## src/rtl/smbus_pcall_pkg.sv

```systemverilog
`timescale 1ns/1ps
// Shared definitions for the Process Call sequencer: engine opcodes,
// sequencer steps and the CRC-8 byte update. Assumes 8-bit bus bytes.
package smbus_pcall_pkg;

    localparam int BYTE_W = 8;

    typedef enum logic [2:0] {
        OP_START  = 3'd0,
        OP_STOP   = 3'd1,
        OP_RSTART = 3'd2,
        OP_WRITE  = 3'd3,
        OP_READ   = 3'd4
    } eng_op_e;

    typedef enum logic [3:0] {
        ST_IDLE, ST_START, ST_ADDR_W, ST_CMD, ST_DLO, ST_DHI,
        ST_RSTART, ST_ADDR_R, ST_RLO, ST_RHI, ST_RPEC, ST_STOP, ST_DONE
    } step_e;

    // Fold one byte into a running MSB-first CRC-8.
    function automatic logic [BYTE_W-1:0] crc8_next(
        input logic [BYTE_W-1:0] crc,
        input logic [BYTE_W-1:0] data,
        input logic [BYTE_W-1:0] poly
    );
        logic [BYTE_W-1:0] x;
        x = crc ^ data;
        for (int i = 0; i < BYTE_W; i++) begin
            x = x[BYTE_W-1] ? ((x << 1) ^ poly) : (x << 1);
        end
        return x;
    endfunction

endpackage

```

## src/rtl/pcall_crc8.sv

```systemverilog
`timescale 1ns/1ps
// Running CRC-8 accumulator. Cleared to INIT on clear, folds in one byte
// per feed strobe. Assumes clear and feed are never high together.
module pcall_crc8
    import smbus_pcall_pkg::*;
#(
    parameter logic [BYTE_W-1:0] POLY = 8'h07,
    parameter logic [BYTE_W-1:0] INIT = 8'h00
) (
    input  logic              clk,
    input  logic              rst_n,
    input  logic              clear,
    input  logic              feed,
    input  logic [BYTE_W-1:0] byte_in,
    output logic [BYTE_W-1:0] crc
);

    logic [BYTE_W-1:0] crc_q;

    // Hold the running remainder.
    always_ff @(posedge clk) begin
        if (!rst_n)      crc_q <= INIT;
        else if (clear)  crc_q <= INIT;
        else if (feed)   crc_q <= crc8_next(crc_q, byte_in, POLY);
    end

    assign crc = crc_q;

endmodule

```

## src/rtl/pcall_rx_capture.sv

```systemverilog
`timescale 1ns/1ps
// Collects the two read bytes into a word and compares the trailing
// check byte against the local CRC. Assumes the CRC already covers
// both read bytes by the time the check strobe arrives.
module pcall_rx_capture
    import smbus_pcall_pkg::*;
#(
    parameter int WORD_W = 16
) (
    input  logic              clk,
    input  logic              rst_n,
    input  logic              clear,
    input  logic              lo_stb,
    input  logic              hi_stb,
    input  logic              pec_stb,
    input  logic [BYTE_W-1:0] rx_byte,
    input  logic [BYTE_W-1:0] crc,
    output logic [WORD_W-1:0] rd_word,
    output logic              pec_err
);

    logic [BYTE_W-1:0] lo_q, hi_q;
    logic              pec_err_q;

    // Capture the read bytes and the check verdict.
    always_ff @(posedge clk) begin
        if (!rst_n || clear) begin
            lo_q      <= '0;
            hi_q      <= '0;
            pec_err_q <= 1'b0;
        end else begin
            if (lo_stb)  lo_q      <= rx_byte;
            if (hi_stb)  hi_q      <= rx_byte;
            if (pec_stb) pec_err_q <= (rx_byte != crc);
        end
    end

    assign rd_word = {hi_q, lo_q};
    assign pec_err = pec_err_q;

endmodule

```

## src/rtl/pcall_step_fsm.sv

```systemverilog
`timescale 1ns/1ps
// Step sequencer for one Process Call. Issues a single engine operation
// per step and advances on the engine's completion pulse. A missing slave
// acknowledge diverts to stop. Assumes eng_done only pulses for an
// operation that was requested.
module pcall_step_fsm
    import smbus_pcall_pkg::*;
#(
    parameter int ADDR_W = 7,
    parameter int WORD_W = 16
) (
    input  logic              clk,
    input  logic              rst_n,
    input  logic              start,
    input  logic [ADDR_W-1:0] slave_addr,
    input  logic [BYTE_W-1:0] cmd_code,
    input  logic [WORD_W-1:0] wr_word,
    input  logic              eng_done,
    input  logic              eng_slave_ack,
    output logic              eng_req,
    output logic [2:0]        eng_op,
    output logic [BYTE_W-1:0] eng_wdata,
    output logic              eng_rd_nack,
    output logic              accept,
    output logic              tx_feed,
    output logic              rx_lo_stb,
    output logic              rx_hi_stb,
    output logic              rx_pec_stb,
    output logic              done,
    output logic              nack_err
);

    step_e             state_q, succ;
    eng_op_e           op;
    logic              pending_q, nack_q, step_done, refused, in_step;
    logic [ADDR_W-1:0] addr_q;
    logic [BYTE_W-1:0] cmd_q;
    logic [WORD_W-1:0] word_q;

    // Operation, write byte and read answer for the current step.
    always_comb begin
        op          = OP_START;
        eng_wdata   = '0;
        eng_rd_nack = 1'b0;
        unique case (state_q)
            ST_START:  op = OP_START;
            ST_ADDR_W: begin op = OP_WRITE; eng_wdata = {addr_q, 1'b0}; end
            ST_CMD:    begin op = OP_WRITE; eng_wdata = cmd_q; end
            ST_DLO:    begin op = OP_WRITE; eng_wdata = word_q[BYTE_W-1:0]; end
            ST_DHI:    begin op = OP_WRITE; eng_wdata = word_q[WORD_W-1:BYTE_W]; end
            ST_RSTART: op = OP_RSTART;
            ST_ADDR_R: begin op = OP_WRITE; eng_wdata = {addr_q, 1'b1}; end
            ST_RLO:    op = OP_READ;
            ST_RHI:    op = OP_READ;
            ST_RPEC:   begin op = OP_READ; eng_rd_nack = 1'b1; end
            ST_STOP:   op = OP_STOP;
            default:   op = OP_START;
        endcase
    end

    // Successor of each step on a normal completion.
    always_comb begin
        unique case (state_q)
            ST_START:  succ = ST_ADDR_W;
            ST_ADDR_W: succ = ST_CMD;
            ST_CMD:    succ = ST_DLO;
            ST_DLO:    succ = ST_DHI;
            ST_DHI:    succ = ST_RSTART;
            ST_RSTART: succ = ST_ADDR_R;
            ST_ADDR_R: succ = ST_RLO;
            ST_RLO:    succ = ST_RHI;
            ST_RHI:    succ = ST_RPEC;
            ST_RPEC:   succ = ST_STOP;
            ST_STOP:   succ = ST_DONE;
            default:   succ = ST_IDLE;
        endcase
    end

    assign in_step    = (state_q != ST_IDLE) && (state_q != ST_DONE);
    assign eng_req    = in_step && !pending_q;
    assign eng_op     = op;
    assign step_done  = pending_q && eng_done;
    assign refused    = step_done && (op == OP_WRITE) && !eng_slave_ack;
    assign accept     = (state_q == ST_IDLE) && start;
    assign tx_feed    = step_done && (op == OP_WRITE);
    assign rx_lo_stb  = step_done && (state_q == ST_RLO);
    assign rx_hi_stb  = step_done && (state_q == ST_RHI);
    assign rx_pec_stb = step_done && (state_q == ST_RPEC);
    assign done       = (state_q == ST_DONE);
    assign nack_err   = nack_q;

    // Step register, operand latches and refusal flag.
    always_ff @(posedge clk) begin
        if (!rst_n) begin
            state_q <= ST_IDLE;
            nack_q  <= 1'b0;
            addr_q  <= '0;
            cmd_q   <= '0;
            word_q  <= '0;
        end else if (accept) begin
            state_q <= ST_START;
            nack_q  <= 1'b0;
            addr_q  <= slave_addr;
            cmd_q   <= cmd_code;
            word_q  <= wr_word;
        end else if (state_q == ST_DONE) begin
            state_q <= ST_IDLE;
        end else if (refused) begin
            state_q <= ST_STOP;
            nack_q  <= 1'b1;
        end else if (step_done) begin
            state_q <= succ;
        end
    end

    // Track the single outstanding engine operation.
    always_ff @(posedge clk) begin
        if (!rst_n)         pending_q <= 1'b0;
        else if (step_done) pending_q <= 1'b0;
        else if (eng_req)   pending_q <= 1'b1;
    end

endmodule

```

## src/rtl/smbus_pcall_seq.sv

```systemverilog
`timescale 1ns/1ps
// Top of the Process Call sequencer: step sequencer, CRC accumulator and
// read capture. Assumes a bit-level engine that completes each requested
// operation with a one-cycle eng_done pulse.
module smbus_pcall_seq
    import smbus_pcall_pkg::*;
#(
    parameter int                ADDR_W   = 7,
    parameter int                WORD_W   = 16,
    parameter logic [BYTE_W-1:0] CRC_POLY = 8'h07,
    parameter logic [BYTE_W-1:0] CRC_INIT = 8'h00
) (
    input  logic              clk,
    input  logic              rst_n,
    input  logic              start,
    input  logic [ADDR_W-1:0] slave_addr,
    input  logic [BYTE_W-1:0] cmd_code,
    input  logic [WORD_W-1:0] wr_word,
    input  logic              eng_done,
    input  logic              eng_slave_ack,
    input  logic [BYTE_W-1:0] eng_rdata,
    output logic [WORD_W-1:0] rd_word,
    output logic              done,
    output logic              nack_err,
    output logic              pec_err,
    output logic              eng_req,
    output logic [2:0]        eng_op,
    output logic [BYTE_W-1:0] eng_wdata,
    output logic              eng_rd_nack
);

    localparam int ADDR_BYTE_W = ADDR_W + 1;

    logic              accept, tx_feed, lo_stb, hi_stb, pec_stb, crc_feed;
    logic [BYTE_W-1:0] crc, crc_byte;

    // Parameter sanity: address plus direction bit fills a byte, word is two bytes.
    initial begin
        if (ADDR_BYTE_W != BYTE_W || WORD_W != 2 * BYTE_W)
            $error("smbus_pcall_seq: unsupported widths");
    end

    pcall_step_fsm #(.ADDR_W(ADDR_W), .WORD_W(WORD_W)) u_fsm (
        .clk(clk), .rst_n(rst_n), .start(start), .slave_addr(slave_addr),
        .cmd_code(cmd_code), .wr_word(wr_word), .eng_done(eng_done),
        .eng_slave_ack(eng_slave_ack), .eng_req(eng_req), .eng_op(eng_op),
        .eng_wdata(eng_wdata), .eng_rd_nack(eng_rd_nack), .accept(accept),
        .tx_feed(tx_feed), .rx_lo_stb(lo_stb), .rx_hi_stb(hi_stb),
        .rx_pec_stb(pec_stb), .done(done), .nack_err(nack_err)
    );

    // CRC input: written bytes as sent, read data bytes as received.
    assign crc_feed = tx_feed | lo_stb | hi_stb;
    assign crc_byte = tx_feed ? eng_wdata : eng_rdata;

    pcall_crc8 #(.POLY(CRC_POLY), .INIT(CRC_INIT)) u_crc (
        .clk(clk), .rst_n(rst_n), .clear(accept), .feed(crc_feed),
        .byte_in(crc_byte), .crc(crc)
    );

    pcall_rx_capture #(.WORD_W(WORD_W)) u_rx (
        .clk(clk), .rst_n(rst_n), .clear(accept), .lo_stb(lo_stb),
        .hi_stb(hi_stb), .pec_stb(pec_stb), .rx_byte(eng_rdata), .crc(crc),
        .rd_word(rd_word), .pec_err(pec_err)
    );

endmodule

```

## config.mk

```make
export PLATFORM = sky130hd
export DESIGN_NAME = smbus_pcall_seq
export DESIGN_NICKNAME = d
export VERILOG_FILES = /design/src/rtl/smbus_pcall_pkg.sv /design/src/rtl/pcall_crc8.sv /design/src/rtl/pcall_rx_capture.sv /design/src/rtl/pcall_step_fsm.sv /design/src/rtl/smbus_pcall_seq.sv
export SDC_FILE = /design/constraint.sdc
export NUM_CORES = 1
export LEC_CHECK = 0
export BUFFER_PORTS_ARGS = -buffer_cell sky130_fd_sc_hd__buf_2
export CAP_MARGIN = 10
export CORE_MARGIN = 3
export CORE_UTILIZATION = 55
export CTS_CLUSTER_SIZE = 24
export DETAILED_ROUTE_END_ITERATION = 10
export PLACE_DENSITY = 0.92
export SLEW_MARGIN = 20
export SYNTH_ARGS = -nofsm -noshare
export SYNTH_HDL_FRONTEND = slang
export SYNTH_SLANG_ARGS = --single-unit
```

## constraint.sdc

```tcl
create_clock -name clk -period 8.2 [get_ports clk]
set_clock_uncertainty 0.15 [all_clocks]
set_input_delay 1.23 -clock clk [delete_from_list [all_inputs] [get_ports clk]]
set_output_delay 1.23 -clock clk [all_outputs]
set_load 0.005 [all_outputs]
```

==> results.sh, run 1 <==
export IMPL_slew_viol_final=0
export IMPL_start_util_pct=57.9
export IMPL_rsz0062_at_grt="false"
export IMPL_clkTransAtPathRegs_ns=0.07
export IMPL_whs_ns=0.304
export IMPL_wl_mm=8.44
export IMPL_placementRows=27
export IMPL_cpPeakStageDelay_ns=0.68
export IMPL_wl_per_cell_um=15.8
export IMPL_hpwl_mm=6.16
export IMPL_num_vias=3120
export IMPL_grt_use_total_pct=24.6
export IMPL_clockRootBuffer="clkbuf_8"
export IMPL_cts_hold_repair_buffers=0
export IMPL_ir_worst_vdd_mv=0.121
export IMPL_rr_worst_depth=10
export IMPL_drt_initial_drc_count=304
export IMPL_drtAntennaViolNets=0
export IMPL_cp_start_kind="flip-flop"
export IMPL_drc=0
export IMPL_ys_ff_latch=62
export IMPL_timing_fmax_ghz=0.269
export IMPL_cts_max_path_buffers=2
export IMPL_whs_path_depth=2
export IMPL_grt_antenna_before_repair=0
export IMPL_synthesis_nets=442
export IMPL_crit_fanout=22
export IMPL_ys_seq_area_share_pct=38.2
export IMPL_period_share_pct=45.4
export IMPL_whs_endpoint="u_rx.hi_q[1]"
export IMPL_grt_overflow_total=0
export IMPL_p_leak_nw=1.57
export IMPL_io_pins=76
export IMPL_clock_latency_ns=0.34
export IMPL_synth_ff_type="dfxtp_1"
export IMPL_viasPerCell=5.84
export IMPL_setup_tns_ns=0
export IMPL_r2r_start="u_fsm.state_q[0]"
export IMPL_ys_warn_count=0
export IMPL_core_sq_mm=0.00561
export IMPL_worstSetupPathType="reg -> out"
export IMPL_cts_tree="done"
export IMPL_setup_viol_count_final=0
export IMPL_cp_data_arrival_time_ns=2.34
export IMPL_areaGrowthSynthToFinish_pct=16.7
export IMPL_die_h_um=82.9
export IMPL_status="finished, final reports clean"
export IMPL_cts_buffers_inserted=9
export IMPL_grt_pass1_vias=2963
export IMPL_clkSinkCount=62
export IMPL_diodes=0
export IMPL_regToRegSetupSlack_ns=4.73
export IMPL_r2r_end="u_crc.crc[3]"
export IMPL_synth_edf_count=0
export IMPL_numPortBuffers=75
export IMPL_async_flop_share_pct=0
export IMPL_gp_congestion=0.929
export IMPL_cp_end_kind="output port"
export IMPL_drive_above_1_share_pct=24.0
export IMPL_fp_dieW_um=82.9
export IMPL_worstPathCellList="inv_1 > ha_1 > nand3_1 > a21oi_1 > or2_1 > buf_2"
export IMPL_cp_data_required_time_ns=6.82
export IMPL_fin_nets=505
export IMPL_hold_viol=0
export IMPL_tightest_slew_ns=1.01
export IMPL_cts_resized=0
export IMPL_maxCapViolCount=0
export IMPL_power_density_mw_per_mm2=173
export IMPL_p_total_uw=656
export IMPL_htree_levels=3
export IMPL_grt_pass1_wl_mm=13.8
export IMPL_syn_area_sq_mm=0.00325
export IMPL_slew_headroom_pct=32.6
export IMPL_ys_types=56
export IMPL_cp_slowest_cell="ha_1"
export IMPL_netlist_instances=394
export IMPL_die_area_sq_mm=0.00687
export IMPL_syn_avg_cell_area_sq_um=8.25
export IMPL_drtPass1Iterations=5
export IMPL_final_min_clock_period_ns=3.72
export IMPL_hold_class="reg -> reg"
export IMPL_grt_max_degree=36
export IMPL_postCtsSetupRepairBufs=0
export IMPL_hold_start="u_rx.hi_q[1]"
## cell usage after synthesis (5+ instances only)
library cell,number,share of area [%]
nand2_1,90,10
xor2_1,13,3.5
xnor2_1,9,2.4
mux2i_1,5,1.5
nor2_1,13,1.5
dfxtp_1,62,38
inv_1,6,0.69
clkbuf_1,18,2.1
o21ai_0,13,2.0
nand3_1,25,3.9
a21boi_0,32,7.4
a21oi_1,34,5.2
## where the power goes
group,leakage [nW],internal (mW),switching [mW]
clock,0.0954,0.133,0.115
combinational,0.969,0.0346,0.0518
sequential,0.505,0.313,0.00767
## cell type report
cell class,count,area (sq um)
multi-input cells,300,1860
fillers,433,1820
flip-flops and latches,62,1240
repair buffers,77,390
clock buffers,13,169
well taps,72,90.1
inverters,7,26.3
clock inverters,3,17.5
## layout by cell type, fill, tap and decap left out, drive strengths merged, types with 2 or more instances in the layout
master	n
xor2	14
clkbuf	13
nand2	91
a32o	2
a21oi	34
dfxtp	62
nand3	27
or2	4
xnor2	9
inv	6
xnor3	2
buf	77
nor2	13
nor3	3
or3	3
a22oi	4
nand3b	3
a221o	4
and3	2
clkinv	3
o21ai	13
a211oi	5
nor2b	2
a21boi	32
ha	4
mux2i	7
and2	3
## state kept, by name (all words and copies together) (netlist names)
register,flops
u_fsm.cmd_q,8
u_fsm.word_q,16
u_rx.hi_q,8
u_fsm.nack_err,1
u_fsm.addr_q,7
u_fsm.pending_q,1
u_rx.pec_err,1
u_rx.lo_q,8
u_crc.crc,8
u_fsm.state_q,4
## worst max path at each step
stage	from	end	cells past startpoint
floorplan	eng_done	u_crc.crc[3]	9
global route	u_fsm.state_q[0]	eng_wdata[7]	5
detailed placement	eng_done	u_crc.crc[3]	9
finish	u_fsm.state_q[0]	eng_wdata[1]	6
global placement	eng_done	u_crc.crc[3]	9
CTS	u_fsm.state_q[0]	eng_wdata[1]	6
## critical path, delay by kind of cell, from the launching register on
family,cells,cell delay [ns]
adders and majority gates,1,0.68
and+or+nand+nor,2,0.37
DFF,1,0.36
AOI/OAI and AO/OA,1,0.36
buffers and inverters,2,0.23
## routing by layer
metal	vias to the layer above	global-route usage, %	share of wire, %
met5	-	0	0
met4	0	11.1	3.1
met3	31	6.15	8.3
met2	160	39.7	49
met1	1434	31.0	40
li1	1495	-	-
## logic make-up (layout without fill, tap and decap cells)
kind of cell	Yosys count	count (layout)	share of synthesized area, %
AND/OR/NAND/NOR	156	156	21.8
AO/OA/AOI/OAI	107	107	23.2
flip-flops	62	62	38.2
buffers and inverters	32	100	4.62
XOR/XNOR	25	25	7.82
multiplexers	8	8	2.85
adder cells (fa/ha/maj)	4	4	1.54
## metrics by stage
| step | setup slack (ns) | instances | utilization (%) | area, sq um |
|---|---|---|---|---|
| floorplan | 4.85 | 394 | - | 3250 |
| CTS | 4.51 | 534 | 67.6 | 3790 |
| global route | 4.35 | 534 | 67.6 | 3790 |
| global placement | 4.61 | 518 | 64.3 | 3610 |
| detailed placement | 4.51 | 518 | 64.3 | 3610 |
| finish | 4.48 | 534 | 67.6 | 3790 |
Power figures use the tool's default switching activity.
==> run 2, diff against run 1 <==
- CORE_UTILIZATION: 55 -> 54
- PLACE_DENSITY: 0.92 -> 0.91
- clock period: 8.2 -> 3.6 ns (I/O delays scaled with it)
==> run 2 against run 1 <==
Worst hold slack lost 0.0073 ns. Final area is 0.49% higher. Non-clock buffer count increased by 4. Highest routed layer unchanged. Combinational power grew 130%. Utilization fell by 0.47 points.
==> results.sh, run 2 (synthesized netlist as in run 1, its figures left out) <==
export IMPL_placementRows=27
export IMPL_hold_class="in -> reg"
export IMPL_gp_congestion=0.928
export IMPL_setup_viol_count_final=0
export IMPL_tightest_slew_ns=1.00
export IMPL_drc=0
export IMPL_grt_max_degree=36
export IMPL_cp_top_family="compound AO/OA/AOI/OAI gates"
export IMPL_core_sq_mm=0.00568
export IMPL_diodes=0
export IMPL_cpPeakStageDelay_ns=0.41
export IMPL_numPortBuffers=75
export IMPL_fin_nets=509
export IMPL_stdcell_area_sq_mm=0.00381
export IMPL_fp_dieW_um=83.6
export IMPL_cts_resized=0
export IMPL_placed_area_sq_mm=0.00364
export IMPL_cp_data_arrival_time_ns=3.35
export IMPL_drtAntennaViolNets=0
export IMPL_cts_hold_repair_buffers=0
export IMPL_use_met3_pct=7.31
export IMPL_wl_mm=8.06
export IMPL_period_share_pct=90.1
export IMPL_wl_per_cell_um=15.0
export IMPL_die_area_sq_mm=0.00698
export IMPL_worstPathCellList="inv_1 > ha_1 > mux2_4 > a32o_2 > or2_1 > a211oi_2 > xnor2_1 > xnor3_1 > or3_1 > a21oi_1"
export IMPL_status="finished, final reports clean"
export IMPL_drt_initial_drc_count=210
export IMPL_io_pins=76
export IMPL_hpwl_mm=5.95
export IMPL_rsz0062_at_grt="false"
export IMPL_top_usage_layer="met2"
export IMPL_slew_viol_final=0
export IMPL_grt_pass1_wl_mm=12.9
export IMPL_cts_buffers_inserted=9
export IMPL_power_density_mw_per_mm2=386
export IMPL_crit_fanout=8
export IMPL_grt_overflow_total=0
export IMPL_path_buf_inv=1
export IMPL_grt_pass1_vias=2718
export IMPL_final_min_clock_period_ns=3.25
export IMPL_grt_use_total_pct=22.8
export IMPL_die_h_um=83.6
export IMPL_postCtsSetupRepairBufs=0
export IMPL_viasPerCell=5.65
export IMPL_cts_max_path_buffers=2
export IMPL_place_inst=522
export IMPL_areaGrowthSynthToFinish_pct=17.3
export IMPL_cp_data_required_time_ns=3.70
export IMPL_clock_latency_ns=0.34
export IMPL_num_vias=3034
export IMPL_slew_headroom_pct=33.0
export IMPL_grtUsageMet1_pct=28.7
export IMPL_clockRootBuffer="clkbuf_8"
export IMPL_layout_cells_non_filler=537
export IMPL_start_util_pct=57.3
export IMPL_grt_antenna_before_repair=0
export IMPL_setup_tns_ns=0
export IMPL_maxCapViolCount=0
export IMPL_p_leak_nw=1.58
export IMPL_ir_worst_vdd_mv=0.212
export IMPL_use_met2_pct=36.7
export IMPL_drive_above_1_share_pct=24.5
export IMPL_cp_start_kind="flip-flop"
export IMPL_cts_tree="done"
export IMPL_top_register="u_fsm.word_q"
export IMPL_worstSetupPathType="reg -> reg"
export IMPL_clkSinkCount=62
export IMPL_clkTransAtPathRegs_ns=0.07
export IMPL_layout_commonest_cell="nand2_1"
export IMPL_final_cell_mix="nand2_1, buf_2, dfxtp_1"
export IMPL_cp_end_kind="flip-flop"
export IMPL_hold_viol=0
export IMPL_htree_levels=3
export IMPL_timing_fmax_ghz=0.308
export IMPL_drtPass1Iterations=5
export IMPL_cp_slowest_cell="dfxtp_1"
export IMPL_largest_reg_flops=16
## run 2: changes by cell type in the layout (fill, tap and decap cells not counted)
cell / change
buf_4: +4
clkbuf_8: -1
clkinv_2: -1
clkinvlp_4: +1
## run 2: final timing paths
| check | slack, ns | endpoint | depth (start not counted) | startpoint |
|---|---|---|---|---|
| max | 0.35 | u_crc.crc[3] | 10 | u_fsm.state_q[0] |
| min | 0.30 | u_fsm.word_q[13] | 3 | wr_word[13] |
| max reg2reg | 0.35 | u_crc.crc[3] | 10 | u_fsm.state_q[0] |
| min reg2reg | 0.30 | u_rx.lo_q[3] | 2 | u_rx.lo_q[3] |
## run 2: stage by stage
step | worst slack (ns) | hold slack [ns] | util [%] | power (mW)
global route | 0.179 | 0.285 | 67.2 | 1.53
floorplan | 0.598 | 0.293 | - | 0.878
finish | 0.355 | 0.297 | 67.2 | 1.47
CTS | 0.378 | 0.283 | 67.2 | 1.48
detailed placement | 0.433 | 0.294 | 64.1 | 0.941
global placement | 0.548 | 0.290 | 64.1 | 0.935
## run 2: per-layer routing
metal / part of all wire, % / routed length, um / up-vias
li1: - / - / 1499
met1: 44 / 3540 / 1380
met2: 47 / 3750 / 136
met3: 7.3 / 592 / 19
met4: 2.1 / 170 / 0
met5: 0 / 0 / -
## run 2: worst register-to-register path: cells and delay by family (launching register included)
kind / cells / cell delay [ns]
AO/OA/AOI/OAI: 3 / 0.70
multiplexers: 1 / 0.32
XOR/XNOR: 2 / 0.63
AND/OR/NAND/NOR: 2 / 0.55
buffers and inverters: 1 / 0.09
flip-flops: 1 / 0.41
adder cells (fa/ha/maj): 1 / 0.30
## run 2: area by class of cell
cell class	instances	area [sq um]
Clock buffer	12	155
Inverter	7	26.3
Tap cell	72	90.1
Multi-Input combinational cell	300	1860
Timing Repair Buffer	81	420
Fill cell	452	1860
Sequential cell	62	1240
Clock inverter	3	20.0
## run 2: report_power, final
group,switching [mW],internal (mW)
clock network,0.258,0.282
logic,0.116,0.0813
registers,0.0187,0.714
==> run 3, diff against run 2 <==
- CORE_UTILIZATION: 54 -> 55
- CTS_BUF_LIST: default -> sky130_fd_sc_hd__clkbuf_8
- PLACE_DENSITY: 0.91 -> 0.92
==> run 3 against run 2 <==
Cell count stayed put. Count of clock-buffer cells in the layout is 2 lower. First-iteration DRC count rose by 79%. Critical path type unchanged. Clock power shrank 4.1%. Total power shrank 1.4%. Critical endpoint unchanged. Flip-flop and latch count unchanged. Register-to-register slack worse by 0.08 ns. Worst setup slack got worse by 0.081 ns. Combinational power about the same. Via count grew 5.4%.
==> results.sh, run 3 (synthesized netlist as in run 1, its figures left out) <==
export IMPL_hold_class="in -> reg"
export IMPL_numPortBuffers=75
export IMPL_drive_above_1_share_pct=24.3
export IMPL_clkSinkCount=62
export IMPL_place_inst=521
export IMPL_top_register="u_fsm.word_q"
export IMPL_wl_per_cell_um=16.3
export IMPL_largest_reg_flops=16
export IMPL_viasPerCell=5.96
export IMPL_num_vias=3199
export IMPL_hold_viol=0
export IMPL_fin_nets=508
export IMPL_p_int_mw=1.05
export IMPL_clkTransAtPathRegs_ns=0.07
export IMPL_cts_max_path_buffers=2
export IMPL_diodes=0
export IMPL_whs_path_depth=3
export IMPL_pwr_share_clk_pct=35.7
export IMPL_tightest_slew_ns=0.975
export IMPL_cts_resized=0
export IMPL_start_util_pct=57.9
export IMPL_sequentialPowerShare_pct=50.6
export IMPL_final_util_pct=67.7
export IMPL_maxCapViolCount=0
export IMPL_status="finished, final reports clean"
export IMPL_cp_start_kind="flip-flop"
export IMPL_ir_worst_vdd_mv=0.261
export IMPL_htree_levels=3
export IMPL_switching_share_pct=27.3
export IMPL_placementRows=27
export IMPL_layout_cells_non_filler=537
export IMPL_rsz0062_at_grt="false"
export IMPL_postCtsSetupRepairBufs=0
export IMPL_layout_commonest_cell="nand2_1"
export IMPL_rr_worst_depth=9
export IMPL_cts_hold_repair_buffers=0
export IMPL_hpwl_mm=6.44
export IMPL_setup_viol_count_final=0
export IMPL_switchingPower_uw=395
export IMPL_areaGrowthSynthToFinish_pct=16.8
export IMPL_slew_headroom_pct=35.0
export IMPL_clockRootBuffer="clkbuf_8"
export IMPL_timing_fmax_ghz=0.301
export IMPL_grt_use_total_pct=25.7
export IMPL_grt_overflow_total=0
export IMPL_share_comb_of_total_power_pct=13.6
export IMPL_gp_congestion=0.961
export IMPL_drt_initial_drc_count=375
export IMPL_period_share_pct=92.4
export IMPL_worstSetupPathType="reg -> reg"
export IMPL_drtPass1Iterations=6
export IMPL_clock_latency_ns=0.34
export IMPL_drc=0
export IMPL_cts_tree="done"
export IMPL_drtAntennaViolNets=0
export IMPL_die_area_sq_mm=0.00687
export IMPL_final_cell_mix="nand2_1, buf_2, dfxtp_1"
export IMPL_cp_end_kind="flip-flop"
export IMPL_slew_viol_final=0
export IMPL_whs_ns=0.292
export IMPL_grt_pass1_wl_mm=14.4
export IMPL_p_leak_nw=1.58
export IMPL_setup_tns_ns=0
export IMPL_fp_dieW_um=82.9
export IMPL_core_sq_mm=0.00561
export IMPL_grt_max_degree=36
export IMPL_wl_mm=8.74
export IMPL_die_h_um=82.9
export IMPL_cp_data_arrival_time_ns=3.43
export IMPL_final_min_clock_period_ns=3.33
export IMPL_power_density_mw_per_mm2=382
export IMPL_cts_buffers_inserted=9
export IMPL_io_pins=76
export IMPL_grt_antenna_before_repair=0
export IMPL_crit_fanout=16
export IMPL_grt_pass1_vias=2989
export IMPL_cp_data_required_time_ns=3.71
-- run 3: path summary, 6_finish.rpt --
check	slack, ns	to	startpoint
min reg2reg	0.31	u_rx.lo_q[1]	u_rx.lo_q[1]
max reg2reg	0.27	u_crc.crc[3]	u_fsm.state_q[0]
max	0.27	u_crc.crc[3]	u_fsm.state_q[0]
min	0.29	u_fsm.word_q[15]	wr_word[15]
-- run 3: layout make-up --
class / instances / area (sq um)
Fill cell: 456 / 1810
Clock buffer: 10 / 138
Inverter: 7 / 26.3
Clock inverter: 6 / 30.0
Multi-Input combinational cell: 300 / 1860
Sequential cell: 62 / 1240
Timing Repair Buffer: 80 / 413
Tap cell: 72 / 90.1
-- run 3: critical path: stages (launching register included) --
cell,delay (ns)
dfxtp_1,0.40
ha_1,0.54
or2_2,0.27
nand3_2,0.19
a2111oi_4,0.41
a211oi_2,0.11
xnor2_1,0.28
xnor3_1,0.39
or3_1,0.34
a21oi_1,0.15
-- run 3: stage by stage --
step	area (sq um)	setup WS (ns)	power, mW
2_1_floorplan	3250	0.598	0.878
3_3_place_gp	3630	0.532	0.935
3_5_place_dp	3630	0.362	0.941
4_1_cts	3800	0.355	1.45
5_1_grt	3800	0.101	1.52
6_report	3800	0.274	1.45
-- run 3: power by group through the flow --
stage	Clock (mW)	Combinational [mW]	Sequential, mW
2_1_floorplan	0	0.137	0.740
3_3_place_gp	0	0.189	0.746
3_5_place_dp	0	0.193	0.748
4_1_cts	0.527	0.194	0.733
5_1_grt	0.560	0.219	0.736
6_report	0.518	0.197	0.734
-- run 3: layer usage --
metal	share of wire, %	vias up	global-route usage, %	wire (um)
met2	45	214	40.4	3960
met4	4.8	0	12.2	420
met1	41	1436	32.4	3550
li1	-	1501	-	-
met5	0	-	0	0
met3	9.3	48	7.34	811
